## config.mk

```make
export PLATFORM = sky130hd
export DESIGN_NAME = mcf_top
export DESIGN_NICKNAME = d
export VERILOG_FILES = /design/src/rtl/mcf_pkg.sv /design/src/rtl/mcf_store.sv /design/src/rtl/mcf_level.sv /design/src/rtl/mcf_top.sv
export SDC_FILE = /design/constraint.sdc
export NUM_CORES = 1
export LEC_CHECK = 0
export ABC_AREA = 1
export BUFFER_PORTS_ARGS = -buffer_cell sky130_fd_sc_hd__buf_2
export CAP_MARGIN = 5
export CORE_MARGIN = 2
export CORE_UTILIZATION = 58
export CTS_BUF_LIST = sky130_fd_sc_hd__clkbuf_2
export DETAILED_ROUTE_END_ITERATION = 12
export GPL_TIMING_DRIVEN = 0
export PLACE_DENSITY = 0.78
export SYNTH_ARGS = -nofsm -noshare
export SYNTH_HDL_FRONTEND = slang
export SYNTH_SLANG_ARGS = --single-unit
```

## constraint.sdc

```tcl
create_clock -name clk -period 2.7 [get_ports clk]
set_clock_uncertainty 0.15 [all_clocks]
set_input_delay 0.54 -clock clk [delete_from_list [all_inputs] [get_ports clk]]
set_output_delay 0.54 -clock clk [all_outputs]
set_load 0.02 [all_outputs]
```

## src/rtl/mcf_pkg.sv

```systemverilog
package mcf_pkg;
    localparam int MCF_LVL_W = 5;
    localparam int MCF_RXEN_BIT = 15;
    localparam int MCF_HI_LSB = 8;
    localparam int MCF_TXEN_BIT = 7;
    localparam int MCF_LO_LSB = 0;

    typedef struct packed {
        logic                 rx_en;
        logic [MCF_LVL_W-1:0] hi_mark;
        logic                 tx_en;
        logic [MCF_LVL_W-1:0] lo_mark;
    } mcf_cfg_t;

    typedef struct packed {
        logic rx_req;
        logic rx_flag;
        logic tx_req;
        logic tx_flag;
    } mcf_ind_t;
endpackage

```

## src/rtl/mcf_store.sv

```systemverilog
module mcf_store #(
    parameter int DEPTH = 32,
    parameter int WIDTH = 16,
    localparam int PTR_W = $clog2(DEPTH),
    localparam int CNT_W = $clog2(DEPTH + 1)
) (
    input  logic             clk,
    input  logic             rst_n,
    input  logic             push,
    input  logic [WIDTH-1:0] wr_data,
    input  logic             pop,
    output logic [WIDTH-1:0] rd_data,
    output logic [CNT_W-1:0] count
);
    typedef struct packed {
        logic [PTR_W-1:0] wp;
        logic [PTR_W-1:0] rp;
        logic [CNT_W-1:0] cnt;
    } st_t;

    st_t st_d, st_q;
    logic push_ok, pop_ok;
    logic [WIDTH-1:0] mem [DEPTH];

    always_comb begin
        push_ok = push && (st_q.cnt != CNT_W'(DEPTH));
        pop_ok  = pop && (st_q.cnt != '0);
        st_d    = st_q;
        if (push_ok) st_d.wp = st_q.wp + 1'b1;
        if (pop_ok)  st_d.rp = st_q.rp + 1'b1;
        case ({push_ok, pop_ok})
            2'b10:   st_d.cnt = st_q.cnt + 1'b1;
            2'b01:   st_d.cnt = st_q.cnt - 1'b1;
            default: st_d.cnt = st_q.cnt;
        endcase
    end

    always_ff @(posedge clk or negedge rst_n) begin
        if (!rst_n) st_q <= '0;
        else        st_q <= st_d;
    end

    always_ff @(posedge clk) begin
        if (push_ok) mem[st_q.wp] <= wr_data;
    end

    assign rd_data = mem[st_q.rp];
    assign count   = st_q.cnt;
endmodule

```

## src/rtl/mcf_level.sv

```systemverilog
module mcf_level
    import mcf_pkg::*;
#(
    parameter int CNT_W = 6
) (
    input  logic             clk,
    input  logic             rst_n,
    input  logic [CNT_W-1:0] count,
    input  logic             xfer_active,
    input  logic             xfer_dir,
    input  mcf_cfg_t         cfg_nx,
    output mcf_ind_t         ind
);
    mcf_ind_t ind_d, ind_q;
    logic idle_empty, hi_hit, lo_hit;

    always_comb begin
        idle_empty = !xfer_active && (count == '0);
        hi_hit     = xfer_dir && (count > CNT_W'(cfg_nx.hi_mark));
        lo_hit     = !xfer_dir && (count < CNT_W'(cfg_nx.lo_mark));
        ind_d      = '0;
        if (!idle_empty) begin
            ind_d.rx_req  = hi_hit && cfg_nx.rx_en;
            ind_d.rx_flag = hi_hit && !cfg_nx.rx_en;
            ind_d.tx_req  = lo_hit && cfg_nx.tx_en;
            ind_d.tx_flag = lo_hit && !cfg_nx.tx_en;
        end
    end

    always_ff @(posedge clk or negedge rst_n) begin
        if (!rst_n) ind_q <= '0;
        else        ind_q <= ind_d;
    end

    assign ind = ind_q;
endmodule

```

## src/rtl/mcf_top.sv

```systemverilog
module mcf_top
    import mcf_pkg::*;
#(
    parameter int DEPTH = 32,
    parameter int WIDTH = 16,
    localparam int CNT_W = $clog2(DEPTH + 1)
) (
    input  logic             clk,
    input  logic             rst_n,
    input  logic             push,
    input  logic [WIDTH-1:0] wr_data,
    input  logic             pop,
    output logic [WIDTH-1:0] rd_data,
    output logic [CNT_W-1:0] fill,
    input  logic             xfer_active,
    input  logic             xfer_dir,
    input  logic             cfg_we,
    input  logic [15:0]      cfg_wdata,
    output logic [15:0]      cfg_rdata,
    output logic             rx_dma_req,
    output logic             tx_dma_req,
    output logic             rx_lvl_flag,
    output logic             tx_lvl_flag
);
    mcf_cfg_t cfg_d, cfg_q;
    mcf_ind_t ind;
    logic unused_cfg_bits;

    always_comb begin
        cfg_d = cfg_q;
        if (cfg_we) begin
            cfg_d.rx_en   = cfg_wdata[MCF_RXEN_BIT];
            cfg_d.hi_mark = cfg_wdata[MCF_HI_LSB +: MCF_LVL_W];
            cfg_d.tx_en   = cfg_wdata[MCF_TXEN_BIT];
            cfg_d.lo_mark = cfg_wdata[MCF_LO_LSB +: MCF_LVL_W];
        end
    end

    always_ff @(posedge clk or negedge rst_n) begin
        if (!rst_n) begin
            cfg_q.rx_en   <= 1'b0;
            cfg_q.hi_mark <= MCF_LVL_W'(DEPTH - 1);
            cfg_q.tx_en   <= 1'b0;
            cfg_q.lo_mark <= '0;
        end else begin
            cfg_q <= cfg_d;
        end
    end

    always_comb begin
        cfg_rdata = '0;
        cfg_rdata[MCF_RXEN_BIT]             = cfg_q.rx_en;
        cfg_rdata[MCF_HI_LSB +: MCF_LVL_W]  = cfg_q.hi_mark;
        cfg_rdata[MCF_TXEN_BIT]             = cfg_q.tx_en;
        cfg_rdata[MCF_LO_LSB +: MCF_LVL_W]  = cfg_q.lo_mark;
    end

    assign unused_cfg_bits = ^cfg_wdata;

    mcf_store #(.DEPTH(DEPTH), .WIDTH(WIDTH)) u_store (
        .clk     (clk),
        .rst_n   (rst_n),
        .push    (push),
        .wr_data (wr_data),
        .pop     (pop),
        .rd_data (rd_data),
        .count   (fill)
    );

    mcf_level #(.CNT_W(CNT_W)) u_level (
        .clk         (clk),
        .rst_n       (rst_n),
        .count       (fill),
        .xfer_active (xfer_active),
        .xfer_dir    (xfer_dir),
        .cfg_nx      (cfg_d),
        .ind         (ind)
    );

    assign rx_dma_req  = ind.rx_req;
    assign rx_lvl_flag = ind.rx_flag;
    assign tx_dma_req  = ind.tx_req;
    assign tx_lvl_flag = ind.tx_flag;
endmodule

```

* Yosys cells after proc, flatten, opt, wreduce, memory -nomap -nowiden
Memories as Yosys holds them, arrays and structs flattened.
Index checks and enable logic that the tools add are counted.
** Storage, ports and cells
- Memory bits (writable) :: 512
- Bits in read-only memories :: 0
- Register bits after elaboration :: 32
- Memories :: 1
- Output and inout bits :: 42
- Input port bits :: 39
- Latch bits :: 0
- Logic and storage cells :: 42
** Memories
- u_store.mem :: depth 32, bits a word 16, read ports 1, clocked after Yosys merged registers in 0, write ports 1, RTL line mcf_store.sv:23 : logic [WIDTH-1:0] mem [DEPTH];
** Operators by class
- Magnitude comparators :: 2
- Add/subtract/negate cells :: 4
- Multipliers :: 0
- Equal/unequal tests :: 3
- Reductions and logical operators :: 16
- Multiplexer cells :: 5
- Shift operators :: 0
- Bitwise gates (word level) :: 0
- Div/mod/pow operators :: 0
** Operators by type and width (number)
- 12-bit 2-to-1 mux :: 1
- 6-bit case mux with 2 select lines :: 1
- 5-bit by 1-bit adder with 5-bit output, second input constant :: 2
- 1-bit logical AND :: 9
- 6-bit by 1-bit adder with 6-bit output, second input constant :: 1
- 6-bit by 5-bit > comparator with 1-bit output :: 1
- 6-bit zero test :: 1
- 6-bit by 5-bit < comparator with 1-bit output :: 1
- 6-bit != test, second input constant :: 1
- 6-bit nonzero test :: 1
- 6-bit by 1-bit subtractor with 6-bit output, second input constant :: 1
- 1-bit zero test :: 4
- 4-bit 2-to-1 mux :: 1
- 2-bit by 1-bit equality test with 1-bit output, second input constant :: 1
- 2-bit equality test, second input constant :: 1
- 1-bit 2-to-1 mux :: 2
- 2-bit nonzero test :: 1

* Longest topological paths before layout
- Depth in word-level cells :: 5
- Mapped depth :: 19
- Gate-level depth less buffers :: 18

* Cells and area by module
Synthesis repeated with hierarchy kept, for this count alone.
** Second synthesis, totals
- Cell total of the unflattened synthesis :: 2268
- Area total of the unflattened synthesis :: 23765.3 um^2
** By module, submodules not included
- mcf_store :: cells each 2146, instances 1, seq. area each 15775.1 um^2, area each 22819.4 um^2
- mcf_top :: cells each 56, instances 1, seq. area each 306.5 um^2, area each 498.0 um^2
- mcf_level :: cells each 66, instances 1, seq. area each 100.1 um^2, area each 447.9 um^2

* Least setup slack after synthesis
No wires, ideal clock.
- Kind :: reg2reg
- From :: reg u_store.st_q, in the netlist u_store.count[4]
- To :: reg u_store.st_q, in the netlist u_store.count[4]
- Arrival time :: 2.365 ns
- Path buffers :: 1
- Period minus slack after synthesis :: 2.632 ns
- Cell stages (with the launch flop) :: 19
- Slack :: 0.068 ns
- Cell sequence :: dfrtp_1 inv_2 nand3_1 nor3_2 nand2_1 nand2_1 clkinv_1 ha_1 buf_2 inv_1 nand2_1 nand2_1 inv_1 ha_1 o21bai_1 nand3_1 nand3_1 nand3_1 nand2_1
** On the way
- Longest elaborated chain between the ends :: 4
** RTL lines
- start, declared :: RTL line mcf_store.sv:21 : st_t st_d, st_q;
- start signal, assigned :: RTL line mcf_store.sv:40 : else st_q <= st_d;
- 6-bit nonzero test (*) :: RTL line mcf_store.sv:27 : pop_ok = pop && (st_q.cnt != '0);
- 1-bit logical AND (*) :: RTL line mcf_store.sv:27
- net u_store.pop_ok :: RTL line mcf_store.sv:22 : logic push_ok, pop_ok;
- 2-bit by 1-bit equality test with 1-bit output or 2-bit equality test (tied branches) :: RTL line mcf_store.sv:31 : case ({push_ok, pop_ok})
- 6-bit case mux with 2 select lines or 2-bit nonzero test (tied branches)
Mark *: on every way through the listed nets, which the timed path passes. The rest lies on a longest branch.
A chain may end at the register's enable or synchronous reset.

* Final worst setup path
- From :: reg u_store.st_q[7] (netlist bit)
- To :: out rd_data[11]
** On the way
- Longest elaborated chain between the ends :: 1
** RTL lines
- memory read 32 x 16 bit
- end, declared :: RTL line mcf_top.sv:13 : output logic [WIDTH-1:0] rd_data,
No other way between the ends.

==> flow_summary.yaml <==
clock_tree:
  clock_tree_root_driver_cell: "clkbuf_2"
  clk-insertion-delay-late_ns: 1.09
  ctsHtreeMaxLevel: 4
  tritoncts: "built"
  cts-buffers-inserted: 132
  ctsLongestPathBuffers: 3
  numClockSinks: 544
  cts.reportedPaths.clkPinSlew_ns: 0.13
detailed_routing:
  detailroute.via_count: 17500
  dr.pass1.iters: 6
  avgRoutedWirePerCell_um: 23.40
  viasPerCell: 6.057
  final_antenna_net_count: 0
  drt_drc_violations_left: 0
  drc_violation_total_after_the_first_tritonroute_iteration: 2557
  drt_wirelength_um: 67630
setup_path:
  worstRegToRegCells: 6
  critical_path_cell_count: 11
  critical-path-slowest-cell: "dfrtp_2"
  worstPathArrival_ns: 3.26
  cpPeakStageDelay_ns: 0.48
  path_cells: "inv_1 > clkbuf_4 > buf_4 > nand3_2 > nand3_1 > nand2_1 > a21oi_2 > nand2_1 > nand2_2 > inv_1 > buf_4"
  cp.required_ns: 2.01
  cp-end-kind: "output pin"
  critical_path.n_buffers_inverters: 5
  path_delay_family: "buffers and inverters"
  critical_path.max_fanout: 10
  critPathKind: "register to output pin"
  start_kind: "register"
power:
  clockPowerShare: 0.199
  p_sw_uw: 12350
  cellLeakagePower_uw: 0.01047
  comb_power_share: 0.457
  p_total_uw: 29250
  internal_power_uw: 16910
  power.density_nw_per_um2: 1065
  swShare: 0.4221
  share_seq_of_total_power: 0.344
  vdd_ir_drop_max_mv: 0.9540
floorplanning:
  core-area_um2: 38560
  dieArea_um2: 40520
  start_util: 0.5856
  die-height_um: 201.3
  io_pins: 81
  floorplan.die.width_um: 201.3
  num_rows: 72
global_route:
  grt_start_max_net_pins: 33
  grt_pass1_vias: 17210
  grt_usage: 0.3190
  grt_remaining_overflow: 0
  global_route_wire_length_before_repair_um: 95930
  number_of_antenna_violations_at_the_first_check_in_global_routing: 2
timing:
  period_utilisation_layout: 1.462
  setup_slack_of_the_critical_path_after_layout_ns: -1.248
  period_needed_ns: 3.948
  hold_violations: 0
  fmax_mhz: 253.3
  finalSetupViolCount: 16
  slew_headroom: 0.4144
  timing_worst_slew_pin_value_ns: 0.8784
  grt_setup_unrepaired: "true"
  slew_violations: 0
logic_synthesis:
  synth.distinct_cells: 31
  synth-async-reset-ratio: 0.05882
  netlist_instances: 1977
  synth_area_um2: 22580
  yosys_most_used_dff: "edfxtp_1"
  avgSynthCellArea_um2: 11.42
  yosys_warnings: 0
  synth-edff-count: 512
  seq_area_frac_synth: 0.7167
  synth-seq-cells: 544
worst_hold_path:
  hold_path_class: "primary input to register"
  holdPathStages: 5
flow_run:
  number_of_max_capacitance_violations_reported: 0
placement:
  io_buffers: 72
  dpl.hpwl_um: 39440
  weighted_congestion_at_the_end_of_routability_driven_global_placement: 0.9573
final_layout:
  drive_gt1_frac: 0.2823
  finish.utilization: 0.7126
  final.fill_count: 2492
  syn_to_final_growth_pct: 21.70
  fin_nets: 2336
run_status:
  run_status: "complete, but fails checks"
  violations: "setup timing"
[area by class of cell]
type,instances,area (um2),share of cell area
Antenna cell,2,5.005,0.0001821
Buffer,119,980.9,0.03570
Clock buffer,189,945.9,0.03442
Clock inverter,35,332.8,0.01211
Inverter,70,280.3,0.01020
Multi-Input combinational cell,1246,6477,0.2357
Sequential cell,544,16190,0.5891
Tap cell,518,648.1,0.02359
Timing Repair Buffer,167,1619,0.05892
[kinds of logic after synthesis]
kind of cell    count (synthesis)  share of synthesized area
fa+ha+maj                      17                   0.009421
flops                         544                     0.7167
buf+inv                       190                    0.04029
compound gates                255                    0.05702
other cells                     1                  0.0001661
simple gates                  960                     0.1724
xor+xnor                        9                   0.003491
mux                             1                  0.0004987
[what timing repair did]
action | in CTS | in global routing
setup buffers | 18 | 13
resized for setup | 225 | 233
endpoints found under the setup margin | 374 | 93
hold endpoints to repair | 572 | 0
gates cloned | 1 | 9
pin swaps | 23 | 62
hold buffers | 39 | 0
[path summary, 6_finish.rpt]
check / startpoint / endpoint / slack, ns
min in group asynchronous: rst_n / u_store.st_q[10] / 0.43
max reg2reg: u_store.count[1] / u_store.mem[20][5] / 0.01
max in group asynchronous: rst_n / u_store.count[2] / 1.71
min: cfg_wdata[0] / cfg_rdata[0] / 0.20
min reg2reg: cfg_rdata[3] / cfg_rdata[3] / 0.42
max: u_store.st_q[7] / rd_data[11] / -1.25
[worst register-to-register path, delay by kind of cell, from the launching register on]
kind          cells  cell delay [ns]
buf+inv           1             0.12
flops             1             0.57
simple gates      5             1.46
[flip-flops by register name, summed over array words and instances (netlist names)]
name           cells
u_store.st_q      10
u_store.mem      512
cfg_rdata         12
u_store.count      6
u_level.ind        4
[metrics by stage]
stage / setup slack (ns) / cell area, um2 / setup TNS [ns] / hold slack, ns / std cells
floorplan: 0.06751 / 22590 / 0 / 0.09441 / 1980
global placement: -0.8346 / 23600 / -290.58 / 0.3465 / 2570
detailed placement: -0.7034 / 23850 / -131.41 / 0.3448 / 2585
CTS: -1.099 / 26450 / -17.20 / 0.09481 / 2867
global route: -1.291 / 27480 / -19.60 / 0.1894 / 2889
finish: -1.248 / 27480 / -17.31 / 0.1977 / 2890
[cells in the final DEF, fill, tap and decap left out, drive strengths merged]
cell         netlist  final
clkbuf            44    245
a21oi             34     34
conb               1      4
dlygate4sd3        0     38
o22ai              1      1
edfxtp           512    512
inv               68     72
o21bai             1      1
mux2               1      1
dfstp              5      5
bufbuf             0      1
nor3               5      5
diode              0      2
nor2             336    336
xor2               7      7
nand2            401    401
clkinv             2     22
buf               76    191
nand3b             1      1
o21ai            217    217
nand3            217    217
clkinvlp           0      4
ha                17     17
bufinv             0      7
o211a              1      1
o21a               1      1
xnor2              2      2
dfrtp             27     27
[cell usage after synthesis, types with 2 or more instances]
library cell,number,area (um2)
xor2_1,7,61.31
nor3_1,4,20.02
inv_1,64,240.2
buf_1,10,37.54
xnor2_1,2,17.52
clkinv_1,2,7.510
dfstp_2,5,131.4
a21oi_1,34,170.2
buf_4,14,105.1
buf_6,11,123.9
clkbuf_1,44,165.2
o21ai_1,28,140.1
nor2_1,336,1261
ha_1,17,212.7
dfrtp_1,27,675.7
inv_2,4,15.01
nand3_1,217,1086
edfxtp_1,512,15370
o21ai_0,189,945.9
nand2_1,400,1501
buf_2,40,200.2
[routing by layer]
metal  GRT usage  share of wire  vias up
li1            -              -     7534
met1      0.3849           0.34     8224
met4      0.2111          0.066        0
met5           0              0        -
met2      0.5179           0.48     1425
met3     0.07418           0.12      321
[power groups by stage]
stage | registers [uW] | logic, uW | clock network (uW)
4_1_cts | 10000 | 11200 | 5790
3_5_place_dp | 10300 | 9760 | 0
6_report | 10100 | 13400 | 5810
2_1_floorplan | 10200 | 6250 | 0
5_1_grt | 10100 | 14100 | 6200
3_3_place_gp | 10200 | 9410 | 0
(Power assumes the default switching activity.)
